File: src/rtl/mdio_pkg.sv
package mdio_pkg;
  localparam int FRAME_LEN  = 64;
  localparam int PRE_LEN    = 32;
  localparam int TURN_FIRST = 46;
  localparam int DATA_FIRST = 48;

  // 32-bit control+data word following the preamble, MSB sent first.
  function automatic logic [31:0] frame_word(input logic rd, input logic [4:0] phy,
                                             input logic [4:0] regad, input logic [15:0] wd);
    logic [1:0] op;
    logic [1:0] ta;
    op = rd ? 2'b10 : 2'b01;
    ta = rd ? 2'b11 : 2'b10;
    return {2'b01, op, phy, regad, ta, rd ? 16'hFFFF : wd};
  endfunction

  // Level of frame bit idx: preamble ones, then the word MSB first.
  function automatic logic frame_bit(input logic [31:0] w, input logic [5:0] idx);
    logic [5:0] j;
    j = 6'd63 - idx;
    if (idx < 6'd32) return 1'b1;
    return w[j[4:0]];
  endfunction

  // Reads hand the line to the PHY from the turnaround on.
  function automatic logic line_released(input logic rd, input logic [5:0] idx);
    return rd && (idx >= 6'd46);
  endfunction
endpackage

File: src/rtl/mdio_sync.sv
module mdio_sync (
  input  logic clk,
  input  logic rst_n,
  input  logic pin_i,
  output logic pin_s
);
  logic meta_q, stab_q;

  always_ff @(posedge clk or negedge rst_n) begin
    if (!rst_n) begin
      meta_q <= 1'b1;
      stab_q <= 1'b1;
    end else begin
      meta_q <= pin_i;
      stab_q <= meta_q;
    end
  end

  assign pin_s = stab_q;
endmodule

File: src/rtl/mdio_clkgen.sv
module mdio_clkgen #(
  parameter int DIV_W = 8
) (
  input  logic             clk,
  input  logic             rst_n,
  input  logic             en,
  input  logic             restart,
  input  logic [DIV_W-1:0] half,
  output logic             mdc,
  output logic             rise_evt,
  output logic             fall_evt
);
  logic [DIV_W-1:0] cnt_q;
  logic             mdc_q;
  logic             wrap;

  assign wrap     = en && !restart && (cnt_q == half - 1'b1);
  assign rise_evt = wrap && !mdc_q;
  assign fall_evt = wrap && mdc_q;
  assign mdc      = mdc_q;

  always_ff @(posedge clk or negedge rst_n) begin
    if (!rst_n) begin
      cnt_q <= '0;
      mdc_q <= 1'b0;
    end else if (!en || restart) begin
      cnt_q <= '0;
      mdc_q <= 1'b0;
    end else if (wrap) begin
      cnt_q <= '0;
      mdc_q <= ~mdc_q;
    end else begin
      cnt_q <= cnt_q + 1'b1;
    end
  end

  // clock parked low when not enabled
  a_r3_idle_low: assert property (@(posedge clk) disable iff (!rst_n)
    !en |=> !mdc_q);
  // a rising event produces a high clock
  a_r3_rise_high: assert property (@(posedge clk) disable iff (!rst_n)
    rise_evt |=> mdc_q);
  // the clock never toggles between events
  a_r3_hold_between: assert property (@(posedge clk) disable iff (!rst_n)
    en && !restart && !wrap |=> $stable(mdc_q));
endmodule

File: src/rtl/mdio_seq.sv
module mdio_seq
  import mdio_pkg::*;
#(
  parameter int DIV_W        = 8,
  parameter int DEFAULT_HALF = 50,
  parameter int MIN_HALF     = 3
) (
  input  logic             clk,
  input  logic             rst_n,
  input  logic             req_start,
  input  logic             req_read,
  input  logic [4:0]       req_phy,
  input  logic [4:0]       req_reg,
  input  logic [15:0]      req_wdata,
  input  logic [DIV_W-1:0] div_half,
  input  logic             rise_evt,
  input  logic             fall_evt,
  input  logic             line_s,
  output logic             busy,
  output logic             accept,
  output logic             done,
  output logic [DIV_W-1:0] half_q,
  output logic             pull_low,
  output logic [15:0]      rd_data
);
  localparam logic [DIV_W-1:0] DEF_H = DIV_W'(DEFAULT_HALF);
  localparam logic [DIV_W-1:0] MIN_H = DIV_W'(MIN_HALF);

  function automatic logic [DIV_W-1:0] eff_half(input logic [DIV_W-1:0] req);
    if (req == '0) return DEF_H;
    if (req < MIN_H) return MIN_H;
    return req;
  endfunction

  logic        busy_q, done_q, pull_q, rd_q;
  logic [5:0]  idx_q, idx_nx;
  logic [31:0] word_q, word_nx;
  logic [15:0] shift_q, rdata_q;
  logic        last_fall, take_bit;

  assign accept    = req_start && !busy_q;
  assign word_nx   = frame_word(req_read, req_phy, req_reg, req_wdata);
  assign idx_nx    = idx_q + 6'd1;
  assign last_fall = busy_q && fall_evt && (idx_q == 6'd63);
  assign take_bit  = busy_q && rise_evt && rd_q && (idx_q >= 6'd48);

  always_ff @(posedge clk or negedge rst_n) begin
    if (!rst_n) begin
      busy_q  <= 1'b0;
      done_q  <= 1'b0;
      pull_q  <= 1'b0;
      rd_q    <= 1'b0;
      idx_q   <= '0;
      word_q  <= '0;
      half_q  <= DEF_H;
      shift_q <= '0;
      rdata_q <= '0;
    end else begin
      done_q <= 1'b0;
      if (accept) begin
        busy_q <= 1'b1;
        idx_q  <= '0;
        word_q <= word_nx;
        rd_q   <= req_read;
        half_q <= eff_half(div_half);
        pull_q <= ~frame_bit(word_nx, 6'd0) & ~line_released(req_read, 6'd0);
      end else if (last_fall) begin
        busy_q <= 1'b0;
        done_q <= 1'b1;
        pull_q <= 1'b0;
        if (rd_q) rdata_q <= shift_q;
      end else if (busy_q && fall_evt) begin
        idx_q  <= idx_nx;
        pull_q <= ~frame_bit(word_q, idx_nx) & ~line_released(rd_q, idx_nx);
      end
      if (take_bit) shift_q <= {shift_q[14:0], line_s};
    end
  end

  assign busy     = busy_q;
  assign done     = done_q;
  assign pull_low = pull_q;
  assign rd_data  = rdata_q;

  // a strobe during an access leaves the frame untouched
  a_r2_ignore_busy: assert property (@(posedge clk) disable iff (!rst_n)
    busy_q && req_start && !last_fall |=> busy_q && $stable(word_q) && $stable(rd_q) && $stable(half_q));
  // read releases the line from the turnaround on
  a_r7_release_read: assert property (@(posedge clk) disable iff (!rst_n)
    busy_q && rd_q && (idx_q >= 6'd46) |-> !pull_q);
  // never pull the line while idle
  a_r6_idle_released: assert property (@(posedge clk) disable iff (!rst_n)
    pull_q |-> busy_q);
  // the line only changes at a falling management clock event
  a_r5_change_on_fall: assert property (@(posedge clk) disable iff (!rst_n)
    $past(busy_q) && busy_q && !$past(fall_evt) |-> $stable(pull_q));
  // done lasts a single cycle
  a_r9_done_single: assert property (@(posedge clk) disable iff (!rst_n)
    done_q |=> !done_q);
  // end of busy coincides with done
  a_r9_busy_done: assert property (@(posedge clk) disable iff (!rst_n)
    $fell(busy_q) |-> done_q);
  // read data changes only together with done
  a_r8_rdata_hold: assert property (@(posedge clk) disable iff (!rst_n)
    !done_q |-> $stable(rdata_q));
endmodule

File: src/rtl/mdio_master.sv
module mdio_master #(
  parameter int DIV_W        = 8,
  parameter int DEFAULT_HALF = 50,
  parameter int MIN_HALF     = 3
) (
  input  logic             clk,
  input  logic             rst_n,
  input  logic             req_start,
  input  logic             req_read,
  input  logic [4:0]       req_phy,
  input  logic [4:0]       req_reg,
  input  logic [15:0]      req_wdata,
  input  logic [DIV_W-1:0] div_half,
  output logic             busy,
  output logic             done,
  output logic [15:0]      rd_data,
  output logic             mdc,
  output logic             mdio_pull_low,
  input  logic             mdio_in
);
  logic             line_s;
  logic             rise_evt, fall_evt;
  logic             accept;
  logic [DIV_W-1:0] half_q;

  mdio_sync u_sync (
    .clk   (clk),
    .rst_n (rst_n),
    .pin_i (mdio_in),
    .pin_s (line_s)
  );

  mdio_clkgen #(.DIV_W(DIV_W)) u_clk (
    .clk      (clk),
    .rst_n    (rst_n),
    .en       (busy),
    .restart  (accept),
    .half     (half_q),
    .mdc      (mdc),
    .rise_evt (rise_evt),
    .fall_evt (fall_evt)
  );

  mdio_seq #(
    .DIV_W        (DIV_W),
    .DEFAULT_HALF (DEFAULT_HALF),
    .MIN_HALF     (MIN_HALF)
  ) u_seq (
    .clk       (clk),
    .rst_n     (rst_n),
    .req_start (req_start),
    .req_read  (req_read),
    .req_phy   (req_phy),
    .req_reg   (req_reg),
    .req_wdata (req_wdata),
    .div_half  (div_half),
    .rise_evt  (rise_evt),
    .fall_evt  (fall_evt),
    .line_s    (line_s),
    .busy      (busy),
    .accept    (accept),
    .done      (done),
    .half_q    (half_q),
    .pull_low  (mdio_pull_low),
    .rd_data   (rd_data)
  );

  // the management clock runs only during an access
  a_r3_mdc_needs_busy: assert property (@(posedge clk) disable iff (!rst_n)
    mdc |-> busy);
endmodule

File: config.mk
export PLATFORM = sky130hd
export DESIGN_NAME = mdio_master
export DESIGN_NICKNAME = d
export VERILOG_FILES = /design/src/rtl/mdio_pkg.sv /design/src/rtl/mdio_sync.sv /design/src/rtl/mdio_clkgen.sv /design/src/rtl/mdio_seq.sv /design/src/rtl/mdio_master.sv
export SDC_FILE = /design/constraint.sdc
export NUM_CORES = 1
export LEC_CHECK = 0
export BUFFER_PORTS_ARGS = -buffer_cell sky130_fd_sc_hd__clkbuf_2
export CAP_MARGIN = 20
export CORE_MARGIN = 10
export CORE_UTILIZATION = 59
export CTS_BUF_LIST = sky130_fd_sc_hd__clkbuf_4 sky130_fd_sc_hd__clkbuf_8
export CTS_CLUSTER_SIZE = 28
export DETAILED_ROUTE_END_ITERATION = 12
export GPL_ROUTABILITY_DRIVEN = 0
export PLACE_DENSITY = 0.89
export SYNTH_ARGS = -nofsm -noshare
export SYNTH_HDL_FRONTEND = slang
export SYNTH_HIERARCHICAL = 1
export SYNTH_SLANG_ARGS = --single-unit
File: constraint.sdc
create_clock -name clk -period 3.6 [get_ports clk]
set_input_delay 0.36 -clock clk [delete_from_list [all_inputs] [get_ports clk]]
set_output_delay 0.36 -clock clk [all_outputs]
set_load 0.01 [all_outputs]
==> qor.yml, run 1 <==
floorplan:
  io_pins: 59
  num_rows: 30
  core-area_um2: 6910
  initial_core_util_pct: 62.0
  dieArea_um2: 11100
  die_x_um: 105
  die-height_um: 105
timing:
  finalHoldWorstSlack_ns: 0.0683
  slew_violations: 0
  finalCriticalPeriod_ns: 3.18
  setup_viol: 0
  fmax_ghz: 0.314
  rsz0062_at_grt: "false"
  setup_tns_ns: 0
  maxSlewHeadroom_pct: 50.3
  finalCritPeriodShare_pct: 88.5
  skew_ns: 0.0130
  fin_ws_ns: 0.416
  finalHoldViolCount: 0
  tightest_slew_ns: 0.746
global_routing:
  grt-ovfl-total: 0
  antenna_found_initial: 0
  grt_usage_pct: 16.2
  grt_start_max_net_pins: 90
  first_global_vias: 3075
  grt_pass1_wl_mm: 14.8
clock_tree:
  cts_buffer_depth: 2
  path_clk_slew_ns: 0.10
  cts_tree: "built"
  cts_root_buf: "clkbuf_8"
  cts-htree-levels: 3
  numCtsBuffers: 9
  clk_latency_ns: 0.37
  numClockSinks: 89
yosys:
  syn-num-nets: 434
  ys_ff_latch: 89
  syn_area_um2: 4280
  synth_ff_type: "dfrtp_1"
  synth_area_leaders: "dfrtp_1 49%, mux2_2 8.9%, nand2_1 8.9%, mux4_1 4.3%, o21ai_0 3.6%"
  async_reset_ff_share_pct: 100
  yosys_warnings: 6
  netlist.area_leader.share_pct: 49.1
  synth_area_per_cell_um2: 10.9
  synth_area_leader_cell: "dfrtp_1"
  syn_inst: 392
  synth_seq_area_share_pct: 52.2
  synth_edf_count: 0
  synth_cell_types: 55
finish:
  fin_nets: 487
  layout-area-overhead-vs-synth_pct: 12.5
  insertedDiodeCount: 0
  layout.cells.most_common: "nand2_1"
  drive_gt1_share_pct: 29.3
  ff_latch_area_um2: 2230
  final_cell_mix: "101 x nand2_1, 84 x dfrtp_1, 57 x clkbuf_2"
  fin_area_um2: 4820
  fillers: 542
  multi_input_area_um2: 1900
hold_path:
  hold_class: "primary input to flop"
  min_from: "mdio_in"
  min_path_cells: 1
route:
  routed-via-count: 3003
  vias_per_cell: 5.50
  drtIter0Drc: 135
  wl_per_cell_um: 15.8
  drtAntennaViolNets: 0
  route.detailed.drc: 0
  dr.pass1.iters: 5
  wl_mm: 8.61
critical_path:
  r2r-start: "u_seq/half_q[1]"
  worstPathArrival_ns: 3.45
  end_kind: "flop"
  endpoint: "u_seq/idx_q[5]"
  crit_type: "flop to flop"
  start_kind: "flop"
  r2r_end: "u_seq/idx_q[5]"
  rrSetupSlack_ns: 0.42
  worstPathMaxFanout: 7
  required_ns: 3.86
  startpoint: "u_seq/half_q[1]"
  reg2regPathDepth: 10
outcome:
  status: "complete, no violations"
placed_design:
  dp_slack_ns: 0.450
  dpl-instance-area_um2: 4580
  place_hpwl_mm: 5.93
  portBuffers: 58
power:
  ir_drop_uv: 340
  leakagePower_uw: 0.00241
  fin_total_pwr_uw: 2930
  powerDensity_nw_per_um2: 609
run:
  max_cap_violations: 0
==> cells in the mapped netlist (2+ instances only) <==
cell,n
or2_2,2
clkbuf_1,5
dfrtp_1,84
xor2_1,6
dfstp_2,5
xnor2_1,12
nand2b_1,10
nor3_1,6
nand2_1,101
nor4_2,2
buf_1,3
inv_1,5
buf_6,3
o21ai_0,31
nand3b_1,2
mux2i_1,4
a31oi_1,2
nand3_1,8
mux4_1,7
ha_1,3
and3_1,5
nor2_1,10
o211ai_1,2
buf_2,6
mux2_2,34
nor3_2,2
a21oi_1,4
==> area by class of cell <==
type | instances | share of cell area (%)
repair buffers | 62 | 7.17
well taps | 96 | 2.49
inverters | 6 | 0.468
clock inverters | 7 | 1.51
multi-input cells | 277 | 39.4
clock buffers | 9 | 2.57
flip-flops and latches | 89 | 46.4
==> worst min-delay path by stage <==
| stage | slack, ns | to |
|---|---|---|
| 3_5_place_dp | 0.35 | u_sync/pin_s |
| 5_1_grt | 0.05 | u_sync/meta_q |
| 4_1_cts | 0.05 | u_sync/meta_q |
| 3_3_place_gp | 0.35 | u_sync/pin_s |
| 6_report | 0.07 | u_sync/meta_q |
| 2_1_floorplan | 0.06 | u_clk/cnt_q[0] |
==> critical path, cell delays in order (launching register included) <==
cell,delay [ns]
dfstp_2,0.59
inv_1,0.05
ha_1,0.25
nand2b_1,0.19
a31oi_1,0.23
o2111ai_2,0.23
nor4b_1,0.57
nand2_1,0.29
nor3_1,0.30
o21ai_0,0.11
mux2_2,0.27
==> logic make-up after synthesis <==
kind of cell	after synthesis	share of synthesized area, %
XOR/XNOR	19	4.33
buffers and inverters	26	3.48
flip-flops	89	52.2
adder cells (fa/ha/maj)	3	0.877
AND/OR/NAND/NOR	161	18.0
multiplexers	45	14.2
AO/OA/AOI/OAI	49	6.96
==> where the power goes <==
group          internal, uW  switching (uW)
registers              1200             223
clock network           271             402
logic                   427             417
total                  1890            1040
==> per-layer routing <==
layer	up-vias	wire length, um	part of all wire (%)	GRT usage, %
li1	1464	-	-	-
met1	1468	3810	44	19.6
met2	62	4370	51	26.9
met3	9	327	3.8	5.41
met4	0	95	1.1	5.00
met5	-	0	0	0
==> sequential cells by signal, summed over array words and instances (netlist names) <==
register / cells
u_sync/pin_s: 1
u_clk/cnt_q: 8
u_seq/half_q: 8
u_seq/word_q: 29
u_sync/meta_q: 1
u_clk/mdc: 1
u_seq/pull_low: 1
u_seq/done: 1
u_seq/shift_q: 16
u_seq/busy: 1
u_seq/idx_q: 6
u_seq/rd_data: 16
==> per-stage QoR <==
stage,utilization (%),instances
floorplan,-,392
global placement,66.3,528
detailed placement,66.3,528
CTS,69.2,544
global route,69.7,546
finish,69.7,546
==> repair_timing <==
action	in CTS	in global routing
resized for setup	0	0
hold buffers	0	1
endpoints found under the hold margin	0	24
setup buffers	0	0
Note: power is estimated with default switching activity, not from simulation.
==> inputs of run 2 (changes only) <==
Settings changed: CORE_MARGIN 10 to unset.
==> qor.yml, run 2 (synthesized netlist as in run 1, its figures left out) <==
critical_path:
  required_ns: 3.86
  r2r_end: "u_seq/rd_data[7]"
  rrSetupSlack_ns: 0.47
  worstPathArrival_ns: 3.39
  reg2regPathDepth: 10
  end_kind: "flop"
  startpoint: "u_seq/half_q[1]"
  worstPathMaxFanout: 16
  crit_type: "flop to flop"
  start_kind: "flop"
  r2r-start: "u_seq/half_q[1]"
timing:
  maxSlewHeadroom_pct: 51.4
  rsz0062_at_grt: "false"
  setup_viol: 0
  finalCritPeriodShare_pct: 87.0
  fmax_ghz: 0.319
  tightest_slew_ns: 0.730
  fin_ws_ns: 0.466
  finalCriticalPeriod_ns: 3.13
  setup_tns_ns: 0
  finalHoldViolCount: 0
  slew_violations: 0
  skew_ns: 0.0167
power:
  power_frac_comb_pct: 28.5
  ir_drop_uv: 333
  p_int_uw: 1890
  swShare_pct: 35.0
  clkPwrFrac_pct: 22.9
  p_sw_uw: 1020
  seqPwrFrac_pct: 48.6
  powerDensity_nw_per_um2: 605
  leakagePower_uw: 0.00241
floorplan:
  die-height_um: 87.2
  die_x_um: 87.2
  dieArea_um2: 7600
  num_rows: 30
  core-area_um2: 6910
  io_pins: 59
  initial_core_util_pct: 62.0
hold_path:
  min_to: "u_sync/meta_q"
  min_from: "mdio_in"
  hold_class: "primary input to flop"
  min_path_cells: 1
clock_tree:
  cts_tree: "built"
  numCtsBuffers: 9
  numClockSinks: 89
  ctsResizeCount: 0
  cts_root_buf: "clkbuf_8"
  path_clk_slew_ns: 0.09
  clk_latency_ns: 0.37
  cts-htree-levels: 3
  cts_buffer_depth: 2
route:
  wl_mm: 7.72
  route.detailed.drc: 0
  routed-via-count: 2951
  vias_per_cell: 5.40
  drtAntennaViolNets: 0
  drtIter0Drc: 150
  dr.pass1.iters: 5
  wl_per_cell_um: 14.1
finish:
  layout-area-overhead-vs-synth_pct: 12.5
  insertedDiodeCount: 0
  final_util_pct: 69.7
  fillers: 512
  ff_latch_area_um2: 2230
  fin_nets: 487
  layout.cells.most_common: "nand2_1"
  largest-register: "u_seq/word_q"
  final_cell_mix: "101 x nand2_1, 84 x dfrtp_1, 57 x clkbuf_2"
  multi_input_area_um2: 1900
  drive_gt1_share_pct: 29.3
  largest_reg_flops: 29
global_routing:
  grt_start_max_net_pins: 90
  first_global_vias: 2878
  grt_pass1_wl_mm: 13.0
  grt_usage_pct: 22.4
  grt-ovfl-total: 0
  antenna_found_initial: 0
placed_design:
  place_hpwl_mm: 5.32
  portBuffers: 58
  dp_slack_ns: 0.491
run:
  max_cap_violations: 0
outcome:
  status: "complete, no violations"
## run 2: layout make-up
type	instances	share of cell area, %
multi-input combinational	277	39.4
timing repair buffer	62	7.17
inverter	6	0.468
clock buffer	9	2.57
sequential	89	46.4
tap	96	2.49
clock inverter	7	1.51
## run 2: worst max path at each step
stage                              endpoint  slack, ns  depth (start not counted)
after CTS                  u_seq/rd_data[7]       0.49                         10
after global routing         u_seq/idx_q[5]       0.24                         11
final                      u_seq/rd_data[7]       0.47                         10
after floorplan           u_seq/rd_data[10]       0.76                         12
after detailed placement   u_seq/rd_data[7]       0.49                         10
after global placement     u_seq/rd_data[9]       0.60                         10
## run 2: worst max-delay path, stage by stage (launching register included)
cell and delay (ns):
dfstp_2 0.59, inv_1 0.05, ha_1 0.26, nand2b_1 0.20, a31oi_1 0.21, o2111ai_2 0.21, nor4b_1 0.57, nand3_2 0.21
inv_2 0.13, nand3_4 0.22, mux2_2 0.37
## run 2: routing by layer
layer	GRT usage (%)	share of wire, %	wire length (um)
met4	9.09	1.6	121
met5	0	0	0
met1	27.0	44	3420
met3	5.59	3.0	228
met2	38.7	51	3960
## run 2: metrics by stage
stage,area [um2],std cells,hold slack (ns),power [uW]
floorplan,4280,392,0.0644,2100
global placement,4580,528,0.347,2210
detailed placement,4580,528,0.350,2260
CTS,4780,544,0.0567,2930
global route,4820,546,0.0456,3100
finish,4820,546,0.0679,2910
## run 2: power groups by stage
stage / Clock (uW) / Combinational [uW] / Sequential (uW)
after detailed placement: 0 / 831 / 1430
after CTS: 684 / 835 / 1410
after floorplan: 0 / 773 / 1330
after global placement: 0 / 794 / 1420
after global routing: 726 / 930 / 1450
final: 666 / 831 / 1420
## run 2: repair_timing
action / CTS / global route
hold endpoints to repair: 0 / 37
hold buffers: 0 / 1
setup buffers: 0 / 0
==> inputs of run 3 (changes only) <==
Settings changed: BUFFER_PORTS_ARGS -buffer_cell sky130_fd_sc_hd__clkbuf_2 to unset, CORE_UTILIZATION 59 to 66, DONT_BUFFER_PORTS set to 1.
==> qor.yml, run 3 (synthesized netlist as in run 1, its figures left out) <==
finish:
  final_util_pct: 73.9
  final_cell_mix: "101 x nand2_1, 84 x dfrtp_1, 34 x mux2_2"
  layout-area-overhead-vs-synth_pct: 5.23
  largest_reg_flops: 29
  drive_gt1_share_pct: 18.8
  fillers: 436
  insertedDiodeCount: 0
  fin_nets: 430
  layout.cells.most_common: "nand2_1"
  largest-register: "u_seq/word_q"
timing:
  tightest_slew_ns: 0.710
  setup_viol: 0
  maxSlewHeadroom_pct: 52.7
  skew_ns: 0.00869
  finalHoldViolCount: 0
  rsz0062_at_grt: "false"
  finalCritPeriodShare_pct: 90.5
  finalCriticalPeriod_ns: 3.26
  finalHoldWorstSlack_ns: 0.110
  setup_tns_ns: 0
  fmax_ghz: 0.307
  slew_violations: 0
clock_tree:
  cts-htree-levels: 3
  numCtsBuffers: 9
  clk_latency_ns: 0.35
  cts_root_buf: "clkbuf_8"
  path_clk_slew_ns: 0.10
  cts_tree: "built"
  cts_setup_buffers: 0
  numClockSinks: 89
  cts_buffer_depth: 2
global_routing:
  first_global_vias: 2850
  grt_usage_pct: 24.8
  antenna_found_initial: 0
  grt_pass1_wl_mm: 12.6
  grt-ovfl-total: 0
  grt_start_max_net_pins: 90
critical_path:
  required_ns: 3.85
  startpoint: "u_seq/half_q[1]"
  crit_type: "flop to flop"
  r2r-start: "u_seq/half_q[1]"
  start_kind: "flop"
  end_kind: "flop"
  worstPathMaxFanout: 7
  worstPathArrival_ns: 3.51
power:
  leakagePower_uw: 0.00217
  ir_drop_uv: 405
  powerDensity_nw_per_um2: 642
route:
  routed-via-count: 2797
  dr.pass1.iters: 4
  route.detailed.drc: 0
  drtAntennaViolNets: 0
  vias_per_cell: 5.98
  drtIter0Drc: 115
  wl_mm: 7.46
  wl_per_cell_um: 15.9
floorplan:
  dieArea_um2: 6810
  num_rows: 28
  io_pins: 59
  die-height_um: 82.5
  initial_core_util_pct: 70.2
  die_x_um: 82.5
  core-area_um2: 6100
hold_path:
  min_from: "req_reg[0]"
  hold_class: "primary input to flop"
placed_design:
  portBuffers: 0
  place_hpwl_mm: 5.01
run:
  max_cap_violations: 0
outcome:
  status: "complete, no violations"
==> run 3: final cells by class <==
class / count / area, um2 / share of cell area [%]
Inverter: 6 / 22.5 / 0.500
Clock inverter: 7 / 70.1 / 1.56
Sequential cell: 89 / 2230 / 49.6
Tap cell: 75 / 93.8 / 2.08
Clock buffer: 9 / 124 / 2.75
Multi-Input combinational cell: 277 / 1900 / 42.1
Timing Repair Buffer: 5 / 62.6 / 1.39
==> run 3: critical path, stage by stage (launching register included) <==
cell       delay, ns
dfstp_2         0.59
inv_1           0.06
ha_1            0.28
nand2b_1        0.20
a31oi_1         0.27
o2111ai_2       0.22
nor4b_1         0.57
nand2_1         0.28
nor3_1          0.31
o21ai_0         0.12
mux2_2          0.28
==> run 3: final timing paths <==
kind                                         end  slack (ns)  cells after the start
worst max register to register    u_seq/idx_q[5]        0.34                     10
min in group asynchronous       u_seq/rd_data[5]        0.58                      2
worst min-delay path            u_seq/word_q[18]        0.11                      2
max in group asynchronous          u_sync/meta_q        2.66                      2
worst min register to register      u_sync/pin_s        0.36                      0
worst max-delay path              u_seq/idx_q[5]        0.34                     10
==> run 3: routing by layer <==
metal,up-vias,track usage [%],part of all wire (%)
li1,1345,-,-
met4,0,8.62,1.5
met5,-,0,0
met1,1364,30.3,44
met2,74,42.1,50
met3,14,7.14,4.6
==> run 3: timing repair <==
action / 4_1_cts / 5_1_grt
gates resized for setup: 0 / 0
hold endpoints to repair: 90 / 0
hold buffers: 3 / 0
==> run 3: stage by stage <==
| stage | std cells | worst slack [ns] | instance area [um2] | total power, uW |
|---|---|---|---|---|
| after floorplan | 392 | 0.756 | 4280 | 2100 |
| final | 468 | 0.341 | 4500 | 2890 |
| after detailed placement | 449 | 0.425 | 4260 | 2220 |
| after CTS | 468 | 0.390 | 4500 | 2920 |
| after global routing | 468 | 0.0539 | 4500 | 3090 |
| after global placement | 449 | 0.625 | 4260 | 2170 |
==> run 3: report_power, final <==
part / internal (uW) / leakage [uW] / switching (uW)
Clock: 274 / 0.0000977 / 384
Combinational: 411 / 0.000922 / 402
Sequential: 1200 / 0.00115 / 225
